===== src/rtl/pcdma_pkg.sv =====
package pcdma_pkg;

    typedef enum logic [1:0] {
        CMD_REQ     = 2'b00,
        CMD_URGENT  = 2'b01,
        CMD_RESTART = 2'b10,
        CMD_FINISH  = 2'b11
    } cmd_e;

    typedef enum logic [1:0] {
        S_IDLE = 2'd0,
        S_RUN  = 2'd1,
        S_END  = 2'd2
    } state_e;

endpackage


===== src/rtl/pcdma_next_desc.sv =====
module pcdma_next_desc #(
    parameter int AW = 16,
    parameter int CW = 10
) (
    input  logic          clk,
    input  logic          rst_n,
    input  logic          push,
    input  logic [AW-1:0] push_addr,
    input  logic [CW-1:0] push_count,
    input  logic          push_irq_en,
    input  logic          take,
    output logic          valid,
    output logic [AW-1:0] q_addr,
    output logic [CW-1:0] q_count,
    output logic          q_irq_en
);

    always_ff @(posedge clk or negedge rst_n) begin
        if (!rst_n) begin
            valid    <= 1'b0;
            q_addr   <= '0;
            q_count  <= '0;
            q_irq_en <= 1'b0;
        end else begin
            if (take) begin
                valid <= 1'b0;
            end
            if (push) begin
                valid    <= 1'b1;
                q_addr   <= push_addr;
                q_count  <= push_count;
                q_irq_en <= push_irq_en;
            end
        end
    end

    AST_TAKE_NEEDS_PENDING: assert property (@(posedge clk) disable iff (!rst_n) take |-> valid);

endmodule


===== src/rtl/pcdma_walker.sv =====
module pcdma_walker #(
    parameter int AW = 16,
    parameter int CW = 10
) (
    input  logic          clk,
    input  logic          rst_n,
    input  logic          load,
    input  logic [AW-1:0] ld_addr,
    input  logic [CW-1:0] ld_count,
    input  logic          ld_irq_en,
    input  logic          step,
    input  logic          rewind,
    output logic [AW-1:0] cur_addr,
    output logic [CW-1:0] words,
    output logic          last,
    output logic          unit_irq_en
);

    logic [AW-1:0] start_addr;
    logic [CW-1:0] start_count;
    logic [CW-1:0] cur_count;

    always_ff @(posedge clk or negedge rst_n) begin
        if (!rst_n) begin
            start_addr  <= '0;
            start_count <= '0;
            cur_addr    <= '0;
            cur_count   <= '0;
            words       <= '0;
            unit_irq_en <= 1'b0;
        end else if (load) begin
            start_addr  <= ld_addr;
            start_count <= ld_count;
            cur_addr    <= ld_addr;
            cur_count   <= ld_count;
            words       <= '0;
            unit_irq_en <= ld_irq_en;
        end else if (rewind) begin
            cur_addr  <= start_addr;
            cur_count <= start_count;
            words     <= '0;
        end else if (step) begin
            cur_addr  <= cur_addr + 1'b1;
            cur_count <= cur_count - 1'b1;
            words     <= words + 1'b1;
        end
    end

    assign last = (cur_count == {{(CW-1){1'b0}}, 1'b1});

    AST_RESTART_REWINDS: assert property (@(posedge clk) disable iff (!rst_n) (rewind && !load) |=> (cur_addr == start_addr) && (words == '0));
    AST_NO_COUNT_UNDERFLOW: assert property (@(posedge clk) disable iff (!rst_n) step |-> (cur_count != '0));

endmodule


===== src/rtl/pcdma_ctrl.sv =====
module pcdma_ctrl
    import pcdma_pkg::*;
#(
    parameter int AW = 16,
    parameter int CW = 10,
    parameter int DW = 16
) (
    input  logic          clk,
    input  logic          rst_n,
    input  logic          cmd_valid,
    input  logic [1:0]    cmd_code,
    input  logic [DW-1:0] cmd_data,
    input  logic          nxt_valid,
    input  logic          last,
    input  logic [CW-1:0] words,
    input  logic [AW-1:0] cur_addr,
    input  logic          unit_irq_en,
    output logic          take,
    output logic          step,
    output logic          rewind,
    output logic          ready,
    output logic          mem_we,
    output logic [AW-1:0] mem_addr,
    output logic [DW-1:0] mem_wdata,
    output logic          urgent,
    output logic          irq,
    output logic [CW-1:0] done_words
);

    state_e state, state_nxt;
    cmd_e   code;
    logic   accept;
    logic   is_req;

    assign code   = cmd_e'(cmd_code);
    assign ready  = (state == S_RUN);
    assign accept = cmd_valid && ready;
    assign is_req = (code == CMD_REQ) || (code == CMD_URGENT);
    assign step   = accept && is_req;
    assign rewind = accept && (code == CMD_RESTART);
    assign take   = ((state == S_IDLE) || (state == S_END)) && nxt_valid;

    always_comb begin
        state_nxt = state;
        unique case (state)
            S_IDLE: if (nxt_valid) state_nxt = S_RUN;
            S_RUN: begin
                if (accept && (code == CMD_FINISH)) begin
                    state_nxt = S_END;
                end else if (step && last) begin
                    state_nxt = S_END;
                end
            end
            S_END: state_nxt = nxt_valid ? S_RUN : S_IDLE;
            default: state_nxt = S_IDLE;
        endcase
    end

    always_ff @(posedge clk or negedge rst_n) begin
        if (!rst_n) begin
            state <= S_IDLE;
        end else begin
            state <= state_nxt;
        end
    end

    always_ff @(posedge clk or negedge rst_n) begin
        if (!rst_n) begin
            mem_we     <= 1'b0;
            mem_addr   <= '0;
            mem_wdata  <= '0;
            urgent     <= 1'b0;
            irq        <= 1'b0;
            done_words <= '0;
        end else begin
            mem_we <= step;
            urgent <= step && (code == CMD_URGENT);
            irq    <= (state == S_END) && unit_irq_en;
            if (step) begin
                mem_addr  <= cur_addr;
                mem_wdata <= cmd_data;
            end
            if (state == S_END) begin
                done_words <= words;
            end
        end
    end

    AST_WRITE_NEEDS_REQUEST: assert property (@(posedge clk) disable iff (!rst_n) mem_we |-> $past(cmd_valid && ready && !cmd_code[1]));
    AST_URGENT_ONLY_ON_WRITE: assert property (@(posedge clk) disable iff (!rst_n) urgent |-> mem_we);
    AST_NO_IRQ_AFTER_RESTART: assert property (@(posedge clk) disable iff (!rst_n) irq |-> !$past(cmd_valid && ready && (cmd_code == 2'b10)));
    AST_FINISH_CLOSES_UNIT: assert property (@(posedge clk) disable iff (!rst_n) (cmd_valid && ready && (cmd_code == 2'b11)) |=> !ready);

endmodule


===== src/rtl/pcdma_rx_chan.sv =====
module pcdma_rx_chan #(
    parameter int AW = 16,
    parameter int CW = 10,
    parameter int DW = 16
) (
    input  logic          clk,
    input  logic          rst_n,
    input  logic          desc_push,
    input  logic [AW-1:0] desc_addr,
    input  logic [CW-1:0] desc_count,
    input  logic          desc_irq_en,
    input  logic          cmd_valid,
    input  logic [1:0]    cmd_code,
    input  logic [DW-1:0] cmd_data,
    output logic          cmd_ready,
    output logic          mem_we,
    output logic [AW-1:0] mem_addr,
    output logic [DW-1:0] mem_wdata,
    output logic          urgent,
    output logic          irq,
    output logic [CW-1:0] done_words
);

    logic          nxt_valid;
    logic [AW-1:0] nxt_addr;
    logic [CW-1:0] nxt_count;
    logic          nxt_irq_en;
    logic          take;
    logic          step;
    logic          rewind;
    logic [AW-1:0] cur_addr;
    logic [CW-1:0] words;
    logic          last;
    logic          unit_irq_en;

    pcdma_next_desc #(.AW(AW), .CW(CW)) i_next (
        .clk         (clk),
        .rst_n       (rst_n),
        .push        (desc_push),
        .push_addr   (desc_addr),
        .push_count  (desc_count),
        .push_irq_en (desc_irq_en),
        .take        (take),
        .valid       (nxt_valid),
        .q_addr      (nxt_addr),
        .q_count     (nxt_count),
        .q_irq_en    (nxt_irq_en)
    );

    pcdma_walker #(.AW(AW), .CW(CW)) i_walk (
        .clk         (clk),
        .rst_n       (rst_n),
        .load        (take),
        .ld_addr     (nxt_addr),
        .ld_count    (nxt_count),
        .ld_irq_en   (nxt_irq_en),
        .step        (step),
        .rewind      (rewind),
        .cur_addr    (cur_addr),
        .words       (words),
        .last        (last),
        .unit_irq_en (unit_irq_en)
    );

    pcdma_ctrl #(.AW(AW), .CW(CW), .DW(DW)) i_ctrl (
        .clk         (clk),
        .rst_n       (rst_n),
        .cmd_valid   (cmd_valid),
        .cmd_code    (cmd_code),
        .cmd_data    (cmd_data),
        .nxt_valid   (nxt_valid),
        .last        (last),
        .words       (words),
        .cur_addr    (cur_addr),
        .unit_irq_en (unit_irq_en),
        .take        (take),
        .step        (step),
        .rewind      (rewind),
        .ready       (cmd_ready),
        .mem_we      (mem_we),
        .mem_addr    (mem_addr),
        .mem_wdata   (mem_wdata),
        .urgent      (urgent),
        .irq         (irq),
        .done_words  (done_words)
    );

endmodule


===== config.mk =====
export PLATFORM = sky130hd
export DESIGN_NAME = pcdma_rx_chan
export DESIGN_NICKNAME = d
export VERILOG_FILES = /design/src/rtl/pcdma_pkg.sv /design/src/rtl/pcdma_next_desc.sv /design/src/rtl/pcdma_walker.sv /design/src/rtl/pcdma_ctrl.sv /design/src/rtl/pcdma_rx_chan.sv
export SDC_FILE = /design/constraint.sdc
export NUM_CORES = 1
export LEC_CHECK = 0
export BUFFER_PORTS_ARGS = -buffer_cell sky130_fd_sc_hd__buf_2
export CORE_ASPECT_RATIO = 1.1
export CORE_MARGIN = 1
export CORE_UTILIZATION = 53
export CTS_BUF_LIST = sky130_fd_sc_hd__clkbuf_4 sky130_fd_sc_hd__clkbuf_8
export DETAILED_ROUTE_END_ITERATION = 8
export PLACE_DENSITY = 0.8
export SYNTH_ARGS = -nofsm -noshare
export SYNTH_HDL_FRONTEND = slang
export SYNTH_HIERARCHICAL = 1
export SYNTH_SLANG_ARGS = --single-unit

===== constraint.sdc =====
create_clock -name clk -period 1.6 [get_ports clk]
set_input_delay 0.16 -clock clk [delete_from_list [all_inputs] [get_ports clk]]
set_output_delay 0.16 -clock clk [all_outputs]
set_load 0.05 [all_outputs]

==> key figures <==
Clocking
  • Clock Sink Count: 138
  • Number of buffers created by CTS: 17
  • Clock Latency Late Sink: between 0.4 and 0.5 ns
  • Clock Tree Buf Depth: 2
  • CTS tree: yes
  • CTS root buffer: clkbuf_8
  • H-Tree Level Count: 4
  • CTS clk-pin slew, worst paths: approximately 0.08 ns

Min path
  • Worst Hold Path EP: i_ctrl/state[0]
  • Hold Crit Start: cmd_valid
  • Worst Hold Class: in2reg
  • Hold Crit Depth: 3

Synth
  • Register area share after synthesis: 0.547
  • Syn nets: between 500 and 600
  • Syn. warnings: 6
  • Leading register cell type out of synthesis: dfrtp_1
  • Library cells used by synthesis: 56
  • Synth top area share: 0.547
  • Number of flops mapped to enable cells by yosys: 0
  • Seq cells post-synth: between 100 and 150
  • Yosys top cell by area: dfrtp_1
  • Synth Area per Inst: 12.2 µm²
  • Top-count cell post-synth: dfrtp_1
  • Synth top area cells: dfrtp_1, mux2_2, mux2_1
  • Synth async-reset ratio: 1.00
  • Mapped Area: 6310 µm²
  • Post-Synthesis Cells: approximately 520
  • Top post-synthesis cells by count: dfrtp_1, mux2_2, nand2_1

Layout
  • Area Growth Syn to Fin: 42.9%
  • Layout cells sized above 1: 0.471
  • # nets final: approximately 780
  • Final std cells w/o fill: 889
  • Ant diodes: 0

STA
  • Slew of the pin with the lowest slew margin: 0.561 ns
  • Slew HR: 0.626
  • Final count of pins violating max slew: 0
  • Final Critical Period: around 1.9 ns
  • Fmax: between 500 and 600 MHz
  • Final hold violation count: 0
  • Final setup fails: 54
  • RSZ-0062 raised after global routing: yes
  • Fin crit share: 1.16
  • Worst setup margin: -0.259 ns
  • Clk_skew: 0.0130 ns

Setup path
  • Req. time, crit path: between 1.5 and 2 ns
  • Largest fanout on the critical path: 6
  • Critical path type: reg2reg
  • Reg2reg path depth: 7
  • Crit path max-delay cell type: dfrtp_1
  • Worst Path Arrival: between 2 and 2.5 ns
  • CP peak stage delay: 0.38 ns
  • Ordered cell list for the critical path: nand3b_4, buf_6, nor2_8, or3_1, nand2_1, mux2i_1, a21oi_1
  • Critical path's top delay family: simple AND/OR/NAND/NOR gates
  • Crit path launch type: flop
  • R2R Setup Slk: -0.26 ns
  • Endpoint class of the critical path: flop
  • Worst r2r src: i_ctrl/state[1]
  • Reg-to-reg endpoint: i_walk/cur_addr[14]
  • Crit path buffers/inverters: 1

Detailed routing
  • Routed Antenna Nets: 0
  • Vias per cell: ~5.8
  • Wire per inst: slightly below 20 µm
  • Via count: 5189
  • DRC viols: 0
  • Final wirelength: 17500 µm
  • Drt first pass iters: 5
  • DR iter-0 viols: 567

GRT
  • Number of global-route vias before repair: slightly below 5000
  • Initial antenna violation count: 0
  • Pin count of the biggest net entering global routing: about 50
  • Global route total overflow: 0
  • Global-route wire length before repair: between 20000 and 25000 µm
  • Total GRT Usage: 0.250

Die
  • Core ar.: about 12000 µm²
  • Die Y: ~120 µm
  • DIE WIDTH: approximately 110 µm
  • Die area: ~12000 µm²
  • Rows: 41
  • Initial Util: 0.547
  • Ports: 95

Pwr
  • Max IR drop VDD: 1.07 mV
  • Leak pwr: around 0.0042 µW
  • Pwr Density: around 1900 nW/µm²

Placement
  • Cell count after placement: 787
  • Final HPWL DP: approximately 10000 µm
  • Gp weighted congestion: ~0.95
  • Port-buffer cells: 94
  • Pre-CTS setup slack: -0.186 ns

Flow run
  • Number of max-cap violations: 0

Outcome
  • Failing checks: negative setup slack
  • Status: finished, violations left
-- placed cells by master, fill, tap and decap left out, types with 19 or more instances in the layout --
cell,instances
dfrtp_1,137
buf_2,92
mux2_4,49
buf_4,48
dlygate4sd3_1,45
mux2_2,32
nand2_1,30
nor2_1,27
inv_1,23
clkbuf_8,20
o21ai_0,19
-- per-layer routing --
metal | share of wire | vias to the layer above | global-route usage
li1 | - | 2259 | -
met1 | 0.41 | 2600 | 0.315
met2 | 0.51 | 274 | 0.430
met3 | 0.062 | 56 | 0.0530
met4 | 0.024 | 0 | 0.0954
met5 | 0 | - | 0
-- worst max path at each step --
stage	from	endpoint	slack, ns	cells after the start
detailed placement	i_ctrl/state[1]	i_walk/cur_addr[12]	-0.19	9
floorplan	i_ctrl/state[1]	i_walk/cur_addr[15]	-0.08	9
finish	i_ctrl/state[1]	i_walk/cur_addr[14]	-0.26	7
CTS	i_ctrl/state[0]	i_walk/cur_count[3]	-0.08	7
global route	i_ctrl/state[1]	i_walk/cur_addr[12]	-0.31	7
global placement	i_ctrl/state[0]	i_walk/cur_addr[5]	-0.15	7
-- final cells by class --
cell class	count	area [µm²]
clock inverters	11	215
clock buffers	21	283
well taps	150	188
repair buffers	216	1790
flip-flops and latches	138	3450
multi-input cells	330	3000
inverters	23	86.3
fillers	641	2530
-- cells by family (layout without fill, tap and decap cells) --
logic type | count (synthesis) | count (layout) | synth area share
buf+inv | 51 | 271 | 0.0454
simple gates | 127 | 127 | 0.113
mux | 86 | 86 | 0.164
flops | 138 | 138 | 0.547
fa+ha+maj | 4 | 4 | 0.00793
compound gates | 92 | 92 | 0.0932
xor+xnor | 21 | 21 | 0.0292
-- worst min-delay path: stages --
cell	delay [ns]
buf_2	0.13
nand2b_1	0.08
a21o_1	0.12
-- power by group --
part | internal [µW] | total [µW] | leakage, µW | switching (µW)
sequential | 4690 | 5780 | 0.00170 | 1090
clock | 2160 | 3490 | 0.000249 | 1330
combinational | 3330 | 7670 | 0.00226 | 4350
total | 10200 | 16900 | 0.00421 | 6770
-- state kept, by name (all words and copies together), names as in the netlist, 10 cells and up --
register            count
i_ctrl/mem_addr        16
i_ctrl/mem_wdata       16
i_next/q_addr          16
i_walk/cur_addr        16
i_walk/start_addr      16
i_ctrl/done_words      10
i_next/q_count         10
i_walk/cur_count       10
i_walk/start_count     10
i_walk/words           10
-- through the flow --
stage | utilization | instance area, µm² | power (µW) | hold slack (ns) | setup TNS (ns)
floorplan | - | 6360 | 9770 | -0.136 | -0.569
global placement | 0.633 | 7300 | 11500 | 0.131 | -0.701
detailed placement | 0.633 | 7300 | 11700 | 0.130 | -2.80
CTS | 0.732 | 8450 | 15600 | 0.0490 | -0.837
global route | 0.781 | 9010 | 17600 | 0.0757 | -7.64
finish | 0.781 | 9010 | 16900 | 0.0745 | -4.17
-- timing repair --
item / in CTS / in global routing
hold buffers: 45 / 0
resized for setup: 31 / 87
buffers inserted: 5 / 14
pin swaps: 5 / 21
endpoints found under the setup margin: 62 / 68
cloned: 1 / 5
endpoints found under the hold margin: 89 / 0
No activity file was read; power rests on OpenSTA's default activity.
